**config.mk**
```make
export PLATFORM = sky130hd
export DESIGN_NAME = i2c_gc_slave
export DESIGN_NICKNAME = d
export VERILOG_FILES = /design/src/rtl/i2cs_pkg.sv /design/src/rtl/i2cs_datapath.sv /design/src/rtl/i2cs_control.sv /design/src/rtl/i2c_gc_slave.sv
export SDC_FILE = /design/constraint.sdc
export NUM_CORES = 1
export LEC_CHECK = 0
export ABC_AREA = 0
export BUFFER_PORTS_ARGS = -buffer_cell sky130_fd_sc_hd__buf_2
export CORE_ASPECT_RATIO = 0.5
export CORE_MARGIN = 3
export CORE_UTILIZATION = 55
export CTS_CLUSTER_DIAMETER = 30
export CTS_CLUSTER_SIZE = 25
export DETAILED_ROUTE_END_ITERATION = 8
export PLACE_DENSITY = 0.79
export SETUP_SLACK_MARGIN = 0.15
export SLEW_MARGIN = 20
export SYNTH_ARGS = -nofsm -noshare
export SYNTH_HDL_FRONTEND = slang
export SYNTH_SLANG_ARGS = --single-unit
export TNS_END_PERCENT = 1
```
**constraint.sdc**
```tcl
create_clock -name clk -period 2.2 [get_ports clk]
set_clock_uncertainty 0.1 [all_clocks]
set_input_delay 0 -clock clk [delete_from_list [all_inputs] [get_ports clk]]
set_output_delay 0 -clock clk [all_outputs]
set_load 0.03 [all_outputs]
```
**src/rtl/i2cs_pkg.sv**
```systemverilog
package i2cs_pkg;
  typedef enum logic [2:0] {
    ST_IDLE,
    ST_ADDR1,
    ST_ADDR2,
    ST_DATA,
    ST_SKIP
  } i2csState_t;

  typedef struct packed {
    logic shiftEn;
    logic cntClr;
    logic loadBuf;
    logic setOvf;
    logic setUpd;
    logic clrUpd;
    logic pullOn;
    logic pullOff;
    logic raiseInt;
  } i2csStrobe_t;

  localparam logic [4:0] TEN_HDR = 5'b11110;
endpackage

```
**src/rtl/i2cs_datapath.sv**
```systemverilog
module i2cs_datapath
  import i2cs_pkg::*;
#(
  parameter int BYTE_W = 8,
  parameter int CNT_W  = 4
) (
  input  logic              clk,
  input  logic              rstN,
  input  logic              sclIn,
  input  logic              sdaIn,
  input  logic              bufRead,
  input  logic              intClear,
  input  i2csStrobe_t       stb,
  output logic              sclRise,
  output logic              sclFall,
  output logic              startEv,
  output logic              stopEv,
  output logic [CNT_W-1:0]  bitCnt,
  output logic [BYTE_W-1:0] newByte,
  output logic              sdaPullDown,
  output logic [BYTE_W-1:0] rxData,
  output logic              bufFull,
  output logic              intFlag,
  output logic              overflow,
  output logic              updAddr
);
  logic sclQ, sdaQ;
  logic [BYTE_W-1:0] shiftReg;

  // bus events from the previous and present line levels
  assign sclRise = sclIn & ~sclQ;
  assign sclFall = ~sclIn & sclQ;
  assign startEv = sclIn & sclQ & sdaQ & ~sdaIn;
  assign stopEv  = sclIn & sclQ & ~sdaQ & sdaIn;
  assign newByte = {shiftReg[BYTE_W-2:0], sdaIn};

  always_ff @(posedge clk) begin
    if (!rstN) begin
      sclQ <= 1'b1;
      sdaQ <= 1'b1;
      shiftReg <= '0;
      bitCnt <= '0;
    end else begin
      sclQ <= sclIn;
      sdaQ <= sdaIn;
      if (stb.cntClr) begin
        bitCnt <= '0;
      end else if (stb.shiftEn) begin
        shiftReg <= newByte;
        bitCnt <= bitCnt + 1'b1;
      end
    end
  end

  always_ff @(posedge clk) begin
    if (!rstN) begin
      rxData <= '0;
      bufFull <= 1'b0;
      intFlag <= 1'b0;
      overflow <= 1'b0;
      updAddr <= 1'b0;
      sdaPullDown <= 1'b0;
    end else begin
      if (stb.loadBuf) begin
        rxData <= newByte;
        bufFull <= 1'b1;
      end else if (bufRead) begin
        bufFull <= 1'b0;
      end
      if (stb.raiseInt) intFlag <= 1'b1;
      else if (intClear) intFlag <= 1'b0;
      if (stb.setOvf) overflow <= 1'b1;
      else if (intClear) overflow <= 1'b0;
      if (stb.setUpd) updAddr <= 1'b1;
      else if (stb.clrUpd) updAddr <= 1'b0;
      if (stb.pullOff) sdaPullDown <= 1'b0;
      else if (stb.pullOn) sdaPullDown <= 1'b1;
    end
  end
endmodule

```
**src/rtl/i2cs_control.sv**
```systemverilog
module i2cs_control
  import i2cs_pkg::*;
#(
  parameter int ADDR_W = 10,
  parameter int BYTE_W = 8,
  parameter int CNT_W  = 4
) (
  input  logic              clk,
  input  logic              rstN,
  input  logic              sclRise,
  input  logic              sclFall,
  input  logic              startEv,
  input  logic              stopEv,
  input  logic [CNT_W-1:0]  bitCnt,
  input  logic [BYTE_W-1:0] newByte,
  input  logic              bufFull,
  input  logic [ADDR_W-1:0] ownAddr,
  input  logic              tenBitMode,
  input  logic              gcEnable,
  output i2csStrobe_t       stb
);
  localparam logic [CNT_W-1:0] LAST_BIT = CNT_W'(BYTE_W - 1);
  localparam logic [CNT_W-1:0] ACK_BIT  = CNT_W'(BYTE_W);

  i2csState_t state, pendSt, nextSt;
  logic inAck, ackGo;
  logic active, shiftNow, byteEnd, ackEdge, ackDone;
  logic gcHit, own7Hit, own10Hit, match, accept;

  assign active   = (state == ST_ADDR1) || (state == ST_ADDR2) || (state == ST_DATA);
  assign shiftNow = sclRise && active && (bitCnt < ACK_BIT);
  assign byteEnd  = shiftNow && (bitCnt == LAST_BIT);
  assign ackEdge  = sclFall && (bitCnt == ACK_BIT) && !inAck;
  assign ackDone  = sclFall && inAck;

  assign gcHit    = gcEnable && (newByte == '0);
  assign own7Hit  = !tenBitMode && (newByte == {ownAddr[6:0], 1'b0});
  assign own10Hit = tenBitMode &&
                    (newByte == {TEN_HDR, ownAddr[ADDR_W-1:ADDR_W-2], 1'b0});

  always_comb begin
    match  = 1'b0;
    nextSt = ST_SKIP;
    unique case (state)
      ST_ADDR1: begin
        match = gcHit || own7Hit || own10Hit;
        if (gcHit || own7Hit) nextSt = ST_DATA;
        else if (own10Hit) nextSt = ST_ADDR2;
      end
      ST_ADDR2: begin
        match = (newByte == ownAddr[BYTE_W-1:0]);
        nextSt = ST_DATA;
      end
      ST_DATA: begin
        match = 1'b1;
        nextSt = ST_DATA;
      end
      default: ;
    endcase
    accept = match && !bufFull;
    if (!accept) nextSt = ST_SKIP;
  end

  always_comb begin
    stb.shiftEn  = shiftNow;
    stb.cntClr   = ackDone || startEv || stopEv;
    stb.loadBuf  = byteEnd && accept;
    stb.setOvf   = byteEnd && match && bufFull;
    stb.setUpd   = byteEnd && accept && (state == ST_ADDR1) && own10Hit && !gcHit;
    stb.clrUpd   = (byteEnd && (state == ST_ADDR2)) || startEv || stopEv;
    stb.pullOn   = ackEdge && ackGo;
    stb.pullOff  = ackDone || startEv || stopEv;
    stb.raiseInt = ackDone && ackGo;
  end

  always_ff @(posedge clk) begin
    if (!rstN) begin
      state  <= ST_IDLE;
      pendSt <= ST_IDLE;
      inAck  <= 1'b0;
      ackGo  <= 1'b0;
    end else if (startEv) begin
      state <= ST_ADDR1;
      inAck <= 1'b0;
      ackGo <= 1'b0;
    end else if (stopEv) begin
      state <= ST_IDLE;
      inAck <= 1'b0;
      ackGo <= 1'b0;
    end else if (byteEnd) begin
      ackGo  <= accept;
      pendSt <= nextSt;
    end else if (ackEdge) begin
      inAck <= 1'b1;
    end else if (ackDone) begin
      inAck <= 1'b0;
      ackGo <= 1'b0;
      state <= pendSt;
    end
  end
endmodule

```
**src/rtl/i2c_gc_slave.sv**
```systemverilog
module i2c_gc_slave
  import i2cs_pkg::*;
#(
  parameter int ADDR_W = 10,
  parameter int BYTE_W = 8
) (
  input  logic              clk,
  input  logic              rstN,
  input  logic              sclIn,
  input  logic              sdaIn,
  input  logic [ADDR_W-1:0] ownAddr,
  input  logic              tenBitMode,
  input  logic              gcEnable,
  input  logic              bufRead,
  input  logic              intClear,
  output logic              sdaPullDown,
  output logic [BYTE_W-1:0] rxData,
  output logic              bufFull,
  output logic              intFlag,
  output logic              overflow,
  output logic              updAddr
);
  localparam int CNT_W = $clog2(BYTE_W + 1);

  i2csStrobe_t stb;
  logic sclRise, sclFall, startEv, stopEv;
  logic [CNT_W-1:0] bitCnt;
  logic [BYTE_W-1:0] newByte;

  i2cs_datapath #(.BYTE_W(BYTE_W), .CNT_W(CNT_W)) u_dp (
    .clk(clk), .rstN(rstN), .sclIn(sclIn), .sdaIn(sdaIn),
    .bufRead(bufRead), .intClear(intClear), .stb(stb),
    .sclRise(sclRise), .sclFall(sclFall), .startEv(startEv), .stopEv(stopEv),
    .bitCnt(bitCnt), .newByte(newByte), .sdaPullDown(sdaPullDown),
    .rxData(rxData), .bufFull(bufFull), .intFlag(intFlag),
    .overflow(overflow), .updAddr(updAddr)
  );

  i2cs_control #(.ADDR_W(ADDR_W), .BYTE_W(BYTE_W), .CNT_W(CNT_W)) u_ctl (
    .clk(clk), .rstN(rstN), .sclRise(sclRise), .sclFall(sclFall),
    .startEv(startEv), .stopEv(stopEv), .bitCnt(bitCnt), .newByte(newByte),
    .bufFull(bufFull), .ownAddr(ownAddr), .tenBitMode(tenBitMode),
    .gcEnable(gcEnable), .stb(stb)
  );
endmodule

```
==> impl_metrics.ini, run 1 <==
[setup_path]
crit_chain = ha_4 > o211ai_1 > or4_4 > nor4_4 > a221o_2 > mux2i_1
crit_family = simple AND/OR/NAND/NOR gates
path_buf_inv = 0
critPathSlowestCell = or4_4
cp.required_ns = 2.31
end_kind = flip-flop
critPathKind = reg -> reg
path_max_fanout = 6
worstPathArrival_ns = 2.21
critical_path.startpoint_type = flip-flop
max_stage_delay_ns = 0.52

[logic_synthesis]
synth_seq_cells = 34
ys_seq_area_frac = 0.393
synth_cells = 201
yosysTopAreaCellShare = 0.393
syn_area_sq_um = 1730
ys_types = 38
postSynthAreaPerCell_sq_um = 8.61
synthTopCellsByArea = dfxtp_1 (39%), mux2i_1 (10%), xnor2_1 (9.1%)
syn_nets = 221
synth_top_area_cell = dfxtp_1
synth_warnings = 0

[grt]
grt_pass1_wl_mm = 6.62
grt_max_degree = 38
grt_pass1_vias = 1419
antenna_found_initial = 0
gr-usage-all-layers = 0.222
grt_overflow = 0

[cts]
clk_pin_slew_worst_paths_ns = 0.07
clock_tree.root_cell = clkbuf_8
cts.sinks = 34
clock_path_buffers = 2
htree_levels = 2
cts_tree = built
cts-buffers-inserted = 5
clkLatencyLatePin_ns = 0.29

[floorplanning]
rows = 13
fp.dieH_microns = 45.7
io_pins = 31
die-area_sq_um = 3900
core_sq_um = 2780
start_util = 0.622
die_w_microns = 85.3

[detailed_routing]
firstDrtPassIters = 4
drtIter0Drc = 74
wl_mm = 3.92
wl_per_cell_microns = 14.3
ant_nets = 0
route.detailed.drc = 0
vias_per_cell = 5.57
vias = 1531

[final_layout]
finalNetCount = 257
drive_gt1_frac = 0.235
stdcell_count = 275
final_common_cell = dfxtp_1
insertedDiodeCount = 0
final_cell_mix = dfxtp_1 (32), buf_2 (30), nand2_1 (27), xnor2_1 (18), mux2i_1 (18)
fillCellCount = 204
syn_to_final_growth_pct = 22.8

[placed_design]
pre_cts_slack_ns = -0.0752
routabilityCongestion = 0.875
place.port_buffers = 30
dp_cells = 260
dp_hpwl_mm = 2.64

[sta]
fin_crit_sh = 0.954
grt_setup_unrepaired = true
finalHoldViolations = 0
drv_slew = 0
finalSetupViolCount = 0
worst_pin_slew_ns = 0.665
fmax_mhz = 476
final.setup.worst_slack_ns = 0.101
fin_crit_ns = 2.10
maxSlewHeadroom = 0.553

[power_and_ir_drop]
leakage_uw = 0.000764
ir_worst_vdd_mv = 0.296
power.density_nw_per_um2 = 565

[status]
status = complete, no violations

[min_path]
hp-class = in -> reg

[job]
max-cap-violations = 0
-- sequential cells by signal, summed over array words and instances, names as in the netlist --
signal,count
u_ctl.ackGo,1
u_dp.intFlag,1
u_dp.shiftReg,7
u_dp.sclQ,1
u_ctl.state,3
u_dp.rxData,8
u_dp.updAddr,1
u_ctl.inAck,1
u_ctl.pendSt,3
u_dp.sdaPullDown,1
u_dp.bitCnt,4
u_dp.bufFull,1
u_dp.overflow,1
u_dp.sdaQ,1
-- cells by family after synthesis --
logic type               share of synthesized area
AND/OR/NAND/NOR                              0.234
flip-flops                                   0.393
AO/OA/AOI/OAI                               0.0991
buffers and inverters                       0.0542
XOR/XNOR                                     0.101
multiplexers                                 0.104
adder cells (fa/ha/maj)                     0.0145
-- cells in the mapped netlist, drive strengths merged --
cell,instances
a21boi,2
a21oi,4
a221o,1
a221oi,1
a31oi,4
a32oi,1
a41oi,2
and2,1
and2b,1
and3,1
buf,6
clkbuf,10
dfxtp,34
ha,2
inv,5
mux2i,18
nand2,27
nand2b,4
nand3,13
nand4,3
nor2,12
nor2b,8
nor3,4
nor4,3
nor4b,1
nor4bb,1
o211ai,1
o21a,1
o21ai,5
o311ai,1
o31ai,1
o32ai,1
or4,2
xnor2,18
xor2,2
-- per-layer routing --
| metal | up-vias | part of all wire | global-route usage |
|---|---|---|---|
| met1 | 708 | 0.46 | 0.282 |
| met3 | 9 | 0.059 | 0.0614 |
| met5 | - | 0 | 0 |
| met4 | 0 | 0.019 | 0.0978 |
| met2 | 49 | 0.46 | 0.364 |
| li1 | 765 | - | - |
-- report_power, final --
part | switching [uW] | internal [uW]
combinational | 55.9 | 47.1
sequential | 3.11 | 619
clock | 223 | 252
-- path summary, 6_finish.rpt --
kind / endpoint / slack, ns / depth (start not counted) / from
worst max register to register: u_dp.rxData[5] / 0.10 / 6 / u_dp.bitCnt[1]
worst max-delay path: u_dp.rxData[5] / 0.10 / 6 / u_dp.bitCnt[1]
worst min register to register: u_dp.rxData[0] / 0.35 / 2 / u_dp.rxData[0]
worst min-delay path: u_dp.sclQ / 0.07 / 2 / rstN
-- layout make-up --
class	instances	area, sq um	share of cell area
clock buffers	7	86.3	0.0406
well taps	37	46.3	0.0218
multi-input cells	147	1020	0.480
inverters	5	18.8	0.00883
flip-flops and latches	34	683	0.322
clock inverters	1	5.00	0.00236
repair buffers	44	265	0.125
-- stage by stage --
step	hold WS (ns)	power [uW]	utilization	cell area [sq um]	setup TNS, ns
finish	0.0689	1200	0.764	2120	0
global placement	0.162	727	0.690	1920	0
global route	0.0998	1250	0.764	2120	0
floorplan	0.00147	695	-	1730	0
detailed placement	0.163	729	0.690	1920	-0.392
CTS	0.0689	1210	0.764	2120	0
-- repair_timing --
| action | in CTS | in global routing |
|---|---|---|
| setup buffers | 2 | 0 |
| endpoints found under the setup margin | 14 | 15 |
| pin swaps | 6 | 2 |
| endpoints found under the hold margin | 6 | 0 |
| hold buffers | 4 | 0 |
| gates cloned | 1 | 0 |
| resized for setup | 10 | 1 |
Note: power is estimated with default switching activity, not from simulation.
==> run 2, diff against run 1 <==
--- a/config.mk
+++ b/config.mk
@@ -5,7 +5,7 @@
 export SDC_FILE = /design/constraint.sdc
 export NUM_CORES = 1
 export LEC_CHECK = 0
-export ABC_AREA = 0
+export ABC_AREA = 1
 export BUFFER_PORTS_ARGS = -buffer_cell sky130_fd_sc_hd__buf_2
 export CORE_ASPECT_RATIO = 0.5
 export CORE_MARGIN = 3
@@ -13,7 +13,7 @@
 export CTS_CLUSTER_DIAMETER = 30
 export CTS_CLUSTER_SIZE = 25
 export DETAILED_ROUTE_END_ITERATION = 8
-export PLACE_DENSITY = 0.79
+export PLACE_DENSITY = 0.78
 export SETUP_SLACK_MARGIN = 0.15
 export SLEW_MARGIN = 20
 export SYNTH_ARGS = -nofsm -noshare
==> impl_metrics.ini, run 2 <==
[grt]
grt_max_degree = 22
antenna_found_initial = 0
grt_overflow = 0
grt_pass1_wl_mm = 6.91
grt_pass1_vias = 1519
gr-usage-all-layers = 0.226

[logic_synthesis]
synth_warnings = 0
synth_seq_cells = 34
syn_area_sq_um = 1800
synth_cells = 271
async_reset_ff_frac = 0
synth_xor_area_frac = 0.0292
ys_types = 33
ys_dominant_reg_cell = dfxtp_1
ys_seq_area_frac = 0.378
muxShareOfSynthArea = 0.00626
postSynthAreaPerCell_sq_um = 6.64
yosysTopAreaCellShare = 0.378
synth_top_family_by_area = simple AND/OR/NAND/NOR gates
synth.most_common_cell = nand2_1
yosys-top-cells-count = nand2_1 (67), inv_1 (44), dfxtp_1 (34)
syn_nets = 291
synth_edf_count = 0
yosys.area_share.simple = 0.339
synthAdderAreaFrac = 0.0139
synth_compound_area_frac = 0.0987
synthTopCellsByArea = dfxtp_1 (38%), nand2_1 (14%), inv_1 (9.2%)
synth_top_area_cell = dfxtp_1

[status]
status = complete, no violations

[final_layout]
syn_to_final_growth_pct = 19.5
drive_gt1_frac = 0.190
final_common_cell = nand2_1
largest_register_ffs = 8
final_core_util = 0.755
final_cell_mix = nand2_1 (66), inv_1 (44), dfxtp_1 (34), buf_2 (30), nor2_1 (24)
insertedDiodeCount = 0
fillCellCount = 223
largestRegisters = u_dp.rxData: 8 flops, u_dp.shiftReg: 7 flops, u_dp.bitCnt: 4 flops
regMostFlops = u_dp.rxData
finalNetCount = 329

[detailed_routing]
wl_per_cell_microns = 12.6
firstDrtPassIters = 4
drtIter0Drc = 99
ant_nets = 0
wl_mm = 4.36
route.detailed.drc = 0
vias_per_cell = 5.20
vias = 1804

[setup_path]
cp.required_ns = 2.32
critical_path.startpoint_type = flip-flop
rr_worst_depth = 11
worstPathArrival_ns = 1.99
path_max_fanout = 10
critPathKind = reg -> reg
end_kind = flip-flop

[power_and_ir_drop]
ir_worst_vdd_mv = 0.480
leakage_uw = 0.00102
power.density_nw_per_um2 = 565

[sta]
worst_pin_slew_ns = 0.394
finalHoldViolations = 0
fin_crit_ns = 1.87
maxSlewHeadroom = 0.737
drv_slew = 0
fin_crit_sh = 0.849
fmax_mhz = 536
grt_setup_unrepaired = false
finalSetupViolCount = 0
tns_ns = 0

[cts]
clkLatencyLatePin_ns = 0.29
cts.sinks = 34
clk_pin_slew_worst_paths_ns = 0.07
post_cts_buffers = 0
htree_levels = 2
clock_tree.root_cell = clkbuf_8
cts-buffers-inserted = 5
clock_path_buffers = 2
cts_tree = built

[floorplanning]
die-area_sq_um = 4040
die_w_microns = 86.9
io_pins = 31
start_util = 0.632
fp.dieH_microns = 46.4
rows = 13
core_sq_um = 2850

[job]
max-cap-violations = 0

[min_path]
holdPathStages = 3
hp-class = in -> reg

[placed_design]
place.port_buffers = 30
dp_hpwl_mm = 3.13
routabilityCongestion = 0.909
run 2: changes by cell type after synthesis, sizes merged, moves of 12 or more:
cell   delta
a21oi    +15
nor2     +13
xnor2    -13
mux2i    -18
nand4    +12
inv      +48
nand2    +40
run 2: area by class of cell:
type | instances | area (sq um) | share of cell area
clock buffers | 6 | 82.6 | 0.0384
clock inverters | 2 | 12.5 | 0.00582
inverters | 54 | 205 | 0.0955
multi-input cells | 175 | 890 | 0.414
flip-flops and latches | 34 | 681 | 0.317
well taps | 37 | 46.3 | 0.0215
repair buffers | 39 | 233 | 0.108
run 2: power breakdown:
| part | switching, uW | total [uW] | internal [uW] | leakage, uW |
|---|---|---|---|---|
| Combinational | 62.5 | 107 | 44.9 | 0.000698 |
| Sequential | 5.20 | 625 | 620 | 0.000275 |
| Clock | 230 | 481 | 251 | 0.0000472 |
| Total | 298 | 1210 | 917 | 0.00102 |
run 2: layer usage:
metal  GRT usage  share of wire  vias up
met1       0.307           0.47      801
met2       0.348           0.44       63
met4      0.0745          0.016        0
li1            -              -      929
met5           0              0        -
met3      0.0625          0.077       11
run 2: cells by family after synthesis:
kind of cell	Yosys count
compound gates	33
buf+inv	62
simple gates	133
flops	34
fa+ha+maj	2
mux	1
xor+xnor	6
run 2: critical path, cell delays in order (launching register included):
cell and delay, ns:
dfxtp_1 0.45, inv_2 0.12, nand2_1 0.10, nand3_1 0.07, nor2_1 0.10, nand3_1 0.08, nand3_1 0.09, nand2_1 0.07
nand2_2 0.12, buf_4 0.18, nand3_1 0.13, a21oi_2 0.18
run 2: path summary, 6_finish.rpt:
kind                                        from              to  slack (ns)
worst max register to register  u_dp.shiftReg[0]   u_dp.overflow        0.33
worst max-delay path            u_dp.shiftReg[0]   u_dp.overflow        0.33
worst min-delay path                        rstN  u_dp.rxData[0]        0.02
worst min register to register      u_dp.intFlag    u_dp.intFlag        0.38
run 2: timing repair:
action | 4_1_cts | 5_1_grt
resized for setup | 0 | 4
hold buffers | 6 | 0
hold endpoints to repair | 6 | 0
setup endpoints to repair | 0 | 13
run 2: through the flow:
stage / std cells / cell area [sq um] / setup WS, ns / power [uW] / hold WS (ns)
floorplan: 271 / 1800 / 0.636 / 700 / 0.00820
global placement: 333 / 1980 / 0.441 / 734 / 0.116
detailed placement: 333 / 1980 / 0.358 / 736 / 0.118
CTS: 347 / 2130 / 0.301 / 1220 / 0.0154
global route: 347 / 2150 / 0.129 / 1260 / 0.0434
finish: 347 / 2150 / 0.333 / 1210 / 0.0155
